<file path="src/rtl/wdt_pkg.sv">
package wdt_pkg;
  localparam int CNT_W = 16;

  localparam logic [1:0] ADDR_CTRL   = 2'd0;
  localparam logic [1:0] ADDR_CFG    = 2'd1;
  localparam logic [1:0] ADDR_CNT_LO = 2'd2;
  localparam logic [1:0] ADDR_CNT_HI = 2'd3;

  localparam int CFG_SECONDS = 7;
  localparam int CFG_KBD     = 6;
  localparam int CFG_TOUT    = 5;
  localparam int CFG_PGOOD   = 4;

  typedef struct packed {
    logic             load;
    logic [CNT_W-1:0] loadValue;
    logic             decrement;
    logic             prescClear;
    logic             prescStep;
  } wdtStrobes_t;
endpackage

</file>
<file path="src/rtl/wdt_datapath.sv">
module wdt_datapath
  import wdt_pkg::*;
#(
  parameter int PRESC_MAX = 59
) (
  input  logic                      clk,
  input  logic                      rstN,
  input  wdtStrobes_t               strobes,
  output logic [CNT_W-1:0]          counter,
  output logic [$clog2(PRESC_MAX+1)-1:0] presc,
  output logic                      cntIsOne,
  output logic                      prescWrap
);
  localparam int PRESC_W = $clog2(PRESC_MAX + 1);
  localparam logic [PRESC_W-1:0] PRESC_TOP = PRESC_W'(PRESC_MAX);

  // live down counter; a load always overrides a decrement
  always_ff @(posedge clk) begin
    if (!rstN) begin
      counter <= '0;
    end else if (strobes.load) begin
      counter <= strobes.loadValue;
    end else if (strobes.decrement && counter != '0) begin
      counter <= counter - 1'b1;
    end
  end

  // minute prescaler, counts 0..PRESC_MAX
  always_ff @(posedge clk) begin
    if (!rstN) begin
      presc <= '0;
    end else if (strobes.prescClear) begin
      presc <= '0;
    end else if (strobes.prescStep) begin
      presc <= prescWrap ? '0 : presc + 1'b1;
    end
  end

  assign cntIsOne  = (counter == CNT_W'(1));
  assign prescWrap = (presc == PRESC_TOP);
endmodule

</file>
<file path="src/rtl/wdt_ctrl.sv">
module wdt_ctrl
  import wdt_pkg::*;
#(
  parameter bit WIDE_COUNT   = 1'b1,
  parameter bit KEEP_CTRL_B3 = 1'b0
) (
  input  logic             clk,
  input  logic             rstN,
  input  logic             tick1Hz,
  input  logic             wrEn,
  input  logic [1:0]       wrAddr,
  input  logic [7:0]       wrData,
  input  logic             cntIsOne,
  input  logic             prescWrap,
  output wdtStrobes_t      strobes,
  output logic [7:0]       ctrlReg,
  output logic [7:0]       cfgReg,
  output logic [7:0]       hiReg,
  output logic             running,
  output logic             kbdResetReq,
  output logic             pwrGoodDrop,
  output logic             timeoutPulse
);
  localparam logic [6:0] KEEP_MASK = KEEP_CTRL_B3 ? 7'b0000100 : 7'b0000000;

  logic [6:0]       ctrlHi;
  logic             status;
  logic             loadReq;
  logic [CNT_W-1:0] loadValue;
  logic             baseTick;
  logic             expire;
  logic             runningNext;

  assign loadReq = wrEn && (wrAddr == ADDR_CNT_LO);

  generate
    if (WIDE_COUNT) begin : g_wide
      assign loadValue = {hiReg, wrData};
    end else begin : g_narrow
      assign loadValue = {8'h00, wrData};
    end
  endgenerate

  always_comb begin
    baseTick = tick1Hz && running && (cfgReg[CFG_SECONDS] || prescWrap);
    expire   = baseTick && !loadReq && cntIsOne;

    strobes.load       = loadReq;
    strobes.loadValue  = loadValue;
    strobes.decrement  = baseTick && !loadReq;
    strobes.prescClear = loadReq;
    strobes.prescStep  = tick1Hz && running && !cfgReg[CFG_SECONDS] && !loadReq;

    if (loadReq)     runningNext = (loadValue != '0);
    else if (expire) runningNext = 1'b0;
    else             runningNext = running;
  end

  always_ff @(posedge clk) begin
    if (!rstN) begin
      cfgReg       <= '0;
      hiReg        <= '0;
      ctrlHi       <= '0;
      status       <= 1'b0;
      running      <= 1'b0;
      kbdResetReq  <= 1'b0;
      pwrGoodDrop  <= 1'b0;
      timeoutPulse <= 1'b0;
    end else begin
      if (wrEn && wrAddr == ADDR_CFG)    cfgReg <= wrData;
      if (wrEn && wrAddr == ADDR_CNT_HI) hiReg  <= wrData;
      if (wrEn && wrAddr == ADDR_CTRL)   ctrlHi <= wrData[7:1] | (ctrlHi & KEEP_MASK);

      if (expire)                                    status <= 1'b1;
      else if (wrEn && wrAddr == ADDR_CTRL && wrData[0]) status <= 1'b0;

      running      <= runningNext;
      kbdResetReq  <= expire && cfgReg[CFG_KBD];
      pwrGoodDrop  <= expire && cfgReg[CFG_PGOOD];
      timeoutPulse <= expire && cfgReg[CFG_TOUT];
    end
  end

  assign ctrlReg = {ctrlHi, status};
endmodule

</file>
<file path="src/rtl/sec_min_watchdog.sv">
module sec_min_watchdog
  import wdt_pkg::*;
#(
  parameter bit WIDE_COUNT    = 1'b1,
  parameter bit KEEP_CTRL_B3  = 1'b0,
  parameter int TICKS_PER_MIN = 60
) (
  input  logic       clk,
  input  logic       rstN,
  input  logic       tick1Hz,
  input  logic       wrEn,
  input  logic [1:0] wrAddr,
  input  logic [7:0] wrData,
  input  logic [1:0] rdAddr,
  output logic [7:0] rdData,
  output logic       kbdResetReq,
  output logic       pwrGoodDrop,
  output logic       timeoutPulse
);
  localparam int PRESC_MAX = TICKS_PER_MIN - 1;
  localparam int PRESC_W   = $clog2(PRESC_MAX + 1);

  wdtStrobes_t      strobes;
  logic [CNT_W-1:0] counter;
  logic [PRESC_W-1:0] presc;
  logic             cntIsOne;
  logic             prescWrap;
  logic [7:0]       ctrlReg;
  logic [7:0]       cfgReg;
  logic [7:0]       hiReg;
  logic             running;

  wdt_ctrl #(
    .WIDE_COUNT  (WIDE_COUNT),
    .KEEP_CTRL_B3(KEEP_CTRL_B3)
  ) ctrlUnit (
    .clk         (clk),
    .rstN        (rstN),
    .tick1Hz     (tick1Hz),
    .wrEn        (wrEn),
    .wrAddr      (wrAddr),
    .wrData      (wrData),
    .cntIsOne    (cntIsOne),
    .prescWrap   (prescWrap),
    .strobes     (strobes),
    .ctrlReg     (ctrlReg),
    .cfgReg      (cfgReg),
    .hiReg       (hiReg),
    .running     (running),
    .kbdResetReq (kbdResetReq),
    .pwrGoodDrop (pwrGoodDrop),
    .timeoutPulse(timeoutPulse)
  );

  wdt_datapath #(
    .PRESC_MAX(PRESC_MAX)
  ) dataUnit (
    .clk      (clk),
    .rstN     (rstN),
    .strobes  (strobes),
    .counter  (counter),
    .presc    (presc),
    .cntIsOne (cntIsOne),
    .prescWrap(prescWrap)
  );

  always_comb begin
    unique case (rdAddr)
      ADDR_CTRL:   rdData = ctrlReg;
      ADDR_CFG:    rdData = cfgReg;
      ADDR_CNT_LO: rdData = counter[7:0];
      default:     rdData = WIDE_COUNT ? counter[15:8] : 8'h00;
    endcase
  end
endmodule

</file>
<file path="config.mk">
export PLATFORM = sky130hd
export DESIGN_NAME = sec_min_watchdog
export DESIGN_NICKNAME = d
export VERILOG_FILES = /design/src/rtl/wdt_pkg.sv /design/src/rtl/wdt_datapath.sv /design/src/rtl/wdt_ctrl.sv /design/src/rtl/sec_min_watchdog.sv
export SDC_FILE = /design/constraint.sdc
export NUM_CORES = 1
export LEC_CHECK = 0
export ABC_AREA = 1
export BUFFER_PORTS_ARGS = -buffer_cell sky130_fd_sc_hd__buf_2
export CAP_MARGIN = 20
export CORE_ASPECT_RATIO = 0.6
export CORE_UTILIZATION = 63
export CTS_CLUSTER_SIZE = 20
export DETAILED_ROUTE_END_ITERATION = 16
export GPL_TIMING_DRIVEN = 0
export PLACE_DENSITY_LB_ADDON = 0.3
export SYNTH_ARGS = -nofsm -noshare
export SYNTH_HDL_FRONTEND = slang
export SYNTH_SLANG_ARGS = --single-unit
export TNS_END_PERCENT = 20
</file>
<file path="constraint.sdc">
create_clock -name clk -period 2.8 [get_ports clk]
set_input_delay 0.56 -clock clk [delete_from_list [all_inputs] [get_ports clk]]
set_output_delay 0.56 -clock clk [all_outputs]
set_load 0.1 [all_outputs]
</file>
## Yosys cells after proc, flatten, opt, wreduce, memory -nomap -nowiden

Cells that the tools add are included.

- Register bits after elaboration: 50
- Input port bits: 16
- Output and inout port bits: 11
- Logic and storage cells: 54

- Add/sub/neg operators: 2
- Equal/unequal tests: 7
- Muxes and demuxes: 8
- Bitwise logic cells: 1
- Reduce and logical (&&, ||, !) cells: 26

Operators by type and width:

| operator | number |
|---|---|
| $mux W16 | 2 |
| $reduce_bool A16 Y1 | 2 |
| $pmux W8 S3 | 1 |
| $eq A16 B1 Y1 const B | 1 |
| $sub A16 B1 Y16 const B | 1 |
| $logic_and A1 B1 Y1 | 15 |
| $add A6 B1 Y6 const B | 1 |
| $eq A2 B2 Y1 const B | 3 |
| $eq A6 B6 Y1 const B | 1 |
| $mux W6 | 1 |
| $reduce_bool A2 Y1 | 3 |
| $eq A2 B1 Y1 const B | 2 |
| $logic_not A2 Y1 | 2 |
| $mux W1 | 4 |
| $logic_not A1 Y1 | 2 |
| $reduce_or A2 Y1 | 1 |
| $logic_or A1 B1 Y1 | 1 |
| $not A1 Y1 | 1 |

## Depth between registers and ports, before layout

Gate-level depths: netlist of the first run.

- Depth after elaboration: 7
- Depth in mapped cells: 11
- Gate-level depth less buffers: 11

## Cells and area by module

Synthesis of the first run repeated with hierarchy kept, for this count alone.

- Cell total of the unflattened synthesis: 456
- Area total of the unflattened synthesis: 3,035.4 sq um

Modules (own cells, without submodules):

| module | instances | cells an instance | area an instance (sq um) | sequential area each (sq um) |
|---|---|---|---|---|
| wdt_datapath | 1 | 243 | 1,520.2 | 440.4 |
| wdt_ctrl | 1 | 166 | 1,251.2 | 560.5 |
| sec_min_watchdog | 1 | 47 | 264.0 | 0.0 |

## Least setup slack after synthesis of the first run

OpenSTA, ideal clock, no wires.

- Kind: input to output
- Start: input port rdAddr[0]
- End: output port rdData[0]
- Arrival: 2,788 ps
- Data required time: 2,240 ps
- Slack: -548 ps
- Stages: 2
- Cells stage by stage: nand2_1 -> o21ai_0

- Longest elaborated chain between the ends: 2
- Elaborated cells between the ends (all ways): 4
- Those cells by class: 2 x eq/ne; 1 x mux; 1 x reduce/logical

RTL lines:

| element | line | source |
|---|---|---|
| start, declared | sec_min_watchdog.sv:14 | `input logic [1:0] rdAddr,` |
| $eq A2 B2 Y1, or another cell as far along | sec_min_watchdog.sv:68 | `unique case (rdAddr)` |
| $pmux W8 S3 (*) | sec_min_watchdog.sv:68 |  |
| end, declared | sec_min_watchdog.sv:15 | `output logic [7:0] rdData,` |

Mark *: on every way between the ends. The rest lies on a longest branch, timed or not.

## Worst setup path in the final report of the first run

- Start: input port rdAddr[1]
- End: output port rdData[1]

Same word-level chain as after synthesis.

==> results of run 1 <==
## metal layers
metal / wire length, µm / GRT usage (%) / part of all wire, %
met1: 3620 / 53.3 / 46
met5: 0 / 0 / 0
met2: 3160 / 52.3 / 40
met3: 957 / 8.74 / 12
met4: 102 / 12.3 / 1.3
## cell families after synthesis
kind of cell,count (synthesis),synth area share [%]
flip-flops,50,36.2
XOR/XNOR,1,0.317
adder cells (fa/ha/maj),3,1.36
AND/OR/NAND/NOR,223,35.2
AO/OA/AOI/OAI,90,17.1
buffers and inverters,69,9.78
## worst max-delay path by stage
stage | endpoint | from | cells after the start
after floorplan | rdData[0] | rdAddr[0] | 2
after global placement | rdData[1] | rdAddr[1] | 5
after detailed placement | rdData[1] | rdAddr[1] | 5
after CTS | rdData[1] | rdAddr[1] | 5
after global routing | rdData[1] | rdAddr[1] | 5
final | rdData[1] | rdAddr[1] | 5
## report_power, final
group          leakage [µW]  switching, µW  internal, µW  total [µW]
logic              0.000933            256           106         361
clock network     0.0000482            242           200         442
registers          0.000407           21.1           738         759
## cells in the final DEF (no fill, tap or decap), types with 3 or more instances in the layout
| cell type | netlist | final |
|---|---|---|
| clkbuf_8 | 0 | 6 |
| clkbuf_1 | 6 | 7 |
| o22ai_1 | 7 | 7 |
| nand2_2 | 5 | 5 |
| nand4_1 | 6 | 6 |
| nor2_1 | 59 | 59 |
| inv_1 | 54 | 54 |
| dfxtp_1 | 50 | 50 |
| nand2_1 | 97 | 97 |
| nor2_2 | 4 | 4 |
| a21oi_1 | 37 | 37 |
| o21ai_0 | 41 | 41 |
| buf_2 | 3 | 29 |
| nand3_1 | 39 | 39 |
| ha_1 | 3 | 3 |
| nor3_1 | 6 | 6 |
## stage by stage
stage	setup WS (ns)	power (µW)	TNS [ns]	utilization (%)
4_1_cts	0.335	1550	0	73.4
2_1_floorplan	-0.548	1040	-4.38	-
5_1_grt	0.246	1620	0	73.4
3_3_place_gp	0.402	1110	0	71.2
3_5_place_dp	0.340	1120	0	71.2
6_report	0.333	1560	0	73.4
## state kept, by name, indices dropped and copies added, names as in the netlist
name,cells
ctrlUnit.cfgReg,8
ctrlUnit.hiReg,8
ctrlUnit.running,1
dataUnit.presc,6
ctrlUnit.timeoutPulse,1
ctrlUnit.pwrGoodDrop,1
ctrlUnit.ctrlHi,7
ctrlUnit.kbdResetReq,1
dataUnit.counter,16
ctrlUnit.status,1
## critical path: stages
cell and delay [ns]:
buf_2 0.11, nor2_1 0.47, a21oi_1 0.21, o21ai_0 0.11
buf_2 0.44
## cell type report
| cell class | instances | area, µm² | area share (%) |
|---|---|---|---|
| sequential | 50 | 1000 | 32.7 |
| inverter | 58 | 218 | 7.12 |
| tap | 60 | 75.1 | 2.45 |
| clock buffer | 7 | 86.3 | 2.82 |
| multi-input combinational | 317 | 1490 | 48.8 |
| buffer | 11 | 52.6 | 1.72 |
| timing repair buffer | 26 | 130 | 4.25 |
| clock inverter | 1 | 5.00 | 0.164 |
==> reports/results.ini, run 1 <==
[run_status]
status=complete, no violations

[floorplanning]
fp.dieH_um=53.3
io_pins=27
start_util_pct=66.3
num_rows=18
die-area_um2=4660
core_um2=4170
die_width_um=87.5

[timing]
rsz0062_at_grt=no
min_period_over_period_pct=88.1
finalHoldViolCount=0
finalCriticalPeriod_ns=2.47
setup_viol=0
slew_violations=0
fmax_mhz=405
slew_headroom_pct=60.6
skew_ns=0.00535
holdWs_ns=0.462
tightest_slew_ns=0.589

[flow_run]
maxCapViolCount=0

[drt]
first_pass_iters=5
ant_nets=0
viasPerCell=5.76
wl_mm=7.84
drtIter0Drc=387
num_vias=3053
drc_errors=0
wl_per_cell_um=14.8

[place]
place_area_um2=2970
placedCellCount=522
gp_congestion=0.947
io_buffers=26
dpl.hpwl_mm=6.03

[synthesis]
syn_avg_cell_area_um2=6.34
synth_top_area_share_pct=36.2
yosysWarnings=0
synthTopCellsByArea=dfxtp_1 36%, nand2_1 13%, nor2_1 8.0%, o21ai_0 7.4%, inv_1 7.3%
synthFlopType=dfxtp_1
yosys_register_bits=50
yosys.cell_count.top_type=nand2_1
synth.distinct_cells=30
synth-async-reset-ratio_pct=0
synth_commonest_cells=97 x nand2_1, 59 x nor2_1, 54 x inv_1
syn_inst=436
yosys.area.top_type=dfxtp_1
synth_edf_count=0
yosysSeqAreaShare_pct=36.2
netlist_area_um2=2760
synth_nets=455

[setup_path]
worstSetupEndpointType=output port
r2r_slack_ns=1.05
cp_data_arrival_time_ns=1.91
reg2reg_to=dataUnit.counter[10]
start_kind=input pin
reg2regPathDepth=11
crit_required_ns=2.24
crit_type=input pin to output port
worstPathMaxFanout=8
r2r-start=dataUnit.counter[0]

[clocking]
cts.repair.resized=0
hold_buffers=0
cts_tree=yes
cts.htree.levels=2
post_cts_buffers=0
clock_latency_ns=0.31
cts_root_buffer=clkbuf_8
numCtsBuffers=5
clock-sinks=50
clk_pin_slew_worst_paths_ns=0.09
clockBufferDepth=2

[pwr]
ir_drop_mv=0.452
p_per_area_nw_per_um2=511
power.leakage_uw=0.00139

[cells_and_area]
drive_above_1_share_pct=11.3
syn2layout_area_growth_pct=10.7
nFillCells=381
stdcell_count=530
final_area_um2=3060
fin_nets=488
diodes=0

[global_routing]
track_usage_pct=36.7
grt-ovfl-total=0
grt_max_degree=15
grt_pass1_wl_mm=12.4
antenna_found_initial=0
first_global_vias=2527

[hold_path]
min_path_cells=2
hp-start=ctrlUnit.cfgReg[2]
hold_path_end=ctrlUnit.cfgReg[2]
hp-class=flop to flop

(Power assumes the default switching activity.)
==> run 2: changes to the inputs <==
- REMOVE_ABC_BUFFERS: not set -> 1
==> reports/results.ini, run 2 (same netlist as run 1, synthesis figures left out) <==
[run_status]
status=complete, no violations  ; unchanged

[cells_and_area]
diodes=0  ; unchanged
fin_nets=478  ; was 488
syn2layout_area_growth_pct=9.06  ; was 10.7%
layout_commonest_cell=nand2_1  ; unchanged
final_area_um2=3010  ; was 3060 µm²
reg_top3=dataUnit.counter: 16 flops, ctrlUnit.cfgReg: 8 flops, ctrlUnit.hiReg: 8 flops  ; unchanged
drive_above_1_share_pct=10.9  ; was 11.3%
largest_reg_flops=16  ; unchanged
mostFrequentLayoutCells=97 x nand2_1, 59 x nor2_1, 54 x inv_1  ; unchanged
post-route-util_pct=72.3  ; was 73.4%
largest_register=dataUnit.counter  ; unchanged

[place]
dpl.hpwl_mm=5.58  ; was 6.03 mm
place_area_um2=2930  ; was 2970 µm²
pre_cts_ws_ns=0.300  ; was 0.340 ns
io_buffers=26  ; unchanged
gp_congestion=0.963  ; was 0.947

[timing]
rsz0062_at_grt=no  ; unchanged
min_period_over_period_pct=89.8  ; was 88.1%
tightest_slew_ns=0.605  ; was 0.589 ns
finalCriticalPeriod_ns=2.51  ; was 2.47 ns
fmax_mhz=398  ; was 405 MHz
finalHoldViolCount=0  ; unchanged
setup_viol=0  ; unchanged
slew_violations=0  ; unchanged
slew_headroom_pct=59.6  ; was 60.6%
tns_ns=0  ; unchanged
fin_ws_ns=0.287  ; was 0.333 ns
skew_ns=0.0143  ; was 0.00535 ns

[clocking]
cts_tree=yes  ; unchanged
cts_root_buffer=clkbuf_8  ; unchanged
numCtsBuffers=5  ; unchanged
clock_latency_ns=0.31  ; about the same
cts.repair.resized=0  ; unchanged
clockBufferDepth=2  ; unchanged
clock-sinks=50  ; unchanged
clk_pin_slew_worst_paths_ns=0.10  ; was 0.09 ns
post_cts_buffers=0  ; unchanged
cts.htree.levels=2  ; unchanged
hold_buffers=0  ; unchanged

[setup_path]
worstSetupEndpointType=output port  ; unchanged
crit_required_ns=2.24  ; about the same
cp_data_arrival_time_ns=1.95  ; was 1.91 ns
worstPathMaxFanout=8  ; unchanged
crit_type=input pin to output port  ; unchanged
start_kind=input pin  ; unchanged

[drt]
wl_mm=7.46  ; was 7.84 mm
drtIter0Drc=295  ; was 387
viasPerCell=5.68  ; was 5.76
drc_errors=0  ; unchanged
first_pass_iters=6  ; was 5
ant_nets=0  ; unchanged
wl_per_cell_um=14.3  ; was 14.8 µm
num_vias=2952  ; was 3,053

[floorplanning]
start_util_pct=66.3  ; unchanged
io_pins=27  ; unchanged
fp.dieH_um=53.3  ; unchanged
num_rows=18  ; unchanged
core_um2=4170  ; unchanged
die_width_um=87.5  ; unchanged
die-area_um2=4660  ; unchanged

[global_routing]
grt_pass1_wl_mm=12.0  ; was 12.4 mm
first_global_vias=2444  ; was 2,527
grt-ovfl-total=0  ; unchanged
track_usage_pct=34.8  ; was 36.7%
antenna_found_initial=0  ; unchanged
grt_max_degree=31  ; was 15

[pwr]
p_total_uw=1540  ; was 1560 µW
p_per_area_nw_per_um2=510  ; was 511 nW/µm²
ir_drop_mv=0.313  ; was 0.452 mV
power.leakage_uw=0.00136  ; was 0.00139 µW

[hold_path]
hp-class=flop to flop  ; unchanged

[flow_run]
maxCapViolCount=0  ; unchanged

## run 2: power breakdown
| group | internal [µW] | leakage (µW) | total [µW] | switching [µW] |
|---|---|---|---|---|
| clock network | 177 | 0.0000452 | 424 | 247 |
| logic | 104 | 0.000911 | 355 | 252 |
| registers | 738 | 0.000407 | 758 | 20.0 |
## run 2: final timing paths
kind | startpoint | end | slack (ns) | depth (start not counted)
min | ctrlUnit.cfgReg[3] | ctrlUnit.cfgReg[3] | 0.47 | 2
max | rdAddr[1] | rdData[1] | 0.29 | 5
max reg2reg | dataUnit.counter[0] | dataUnit.counter[7] | 0.92 | 10
min reg2reg | ctrlUnit.cfgReg[3] | ctrlUnit.cfgReg[3] | 0.47 | 2
## run 2: critical path, cell delays in order
cell and delay [ns]:
buf_2 0.12, nor2_1 0.46, a21oi_1 0.24, o21ai_0 0.13, buf_2 0.45
## run 2: cell type report
type / count / area (µm²)
well taps: 60 / 75.1
inverters: 58 / 218
flip-flops and latches: 50 / 1000
fillers: 360 / 1150
repair buffers: 27 / 141
clock buffers: 6 / 72.6
clock inverters: 2 / 13.8
multi-input cells: 317 / 1490
## run 2: metrics by stage
step                      std cells  hold slack (ns)
after floorplan                 425            0.429
after global placement          511            0.449
after detailed placement        512            0.456
after CTS                       520            0.470
after global routing            520            0.498
final                           520            0.471
## run 2: per-layer routing
layer	up-vias	GRT usage, %	wire [µm]
li1	1461	-	-
met1	1300	51.7	3380
met2	173	51.6	3030
met3	18	6.24	935
met4	0	8.20	116
met5	-	0	0
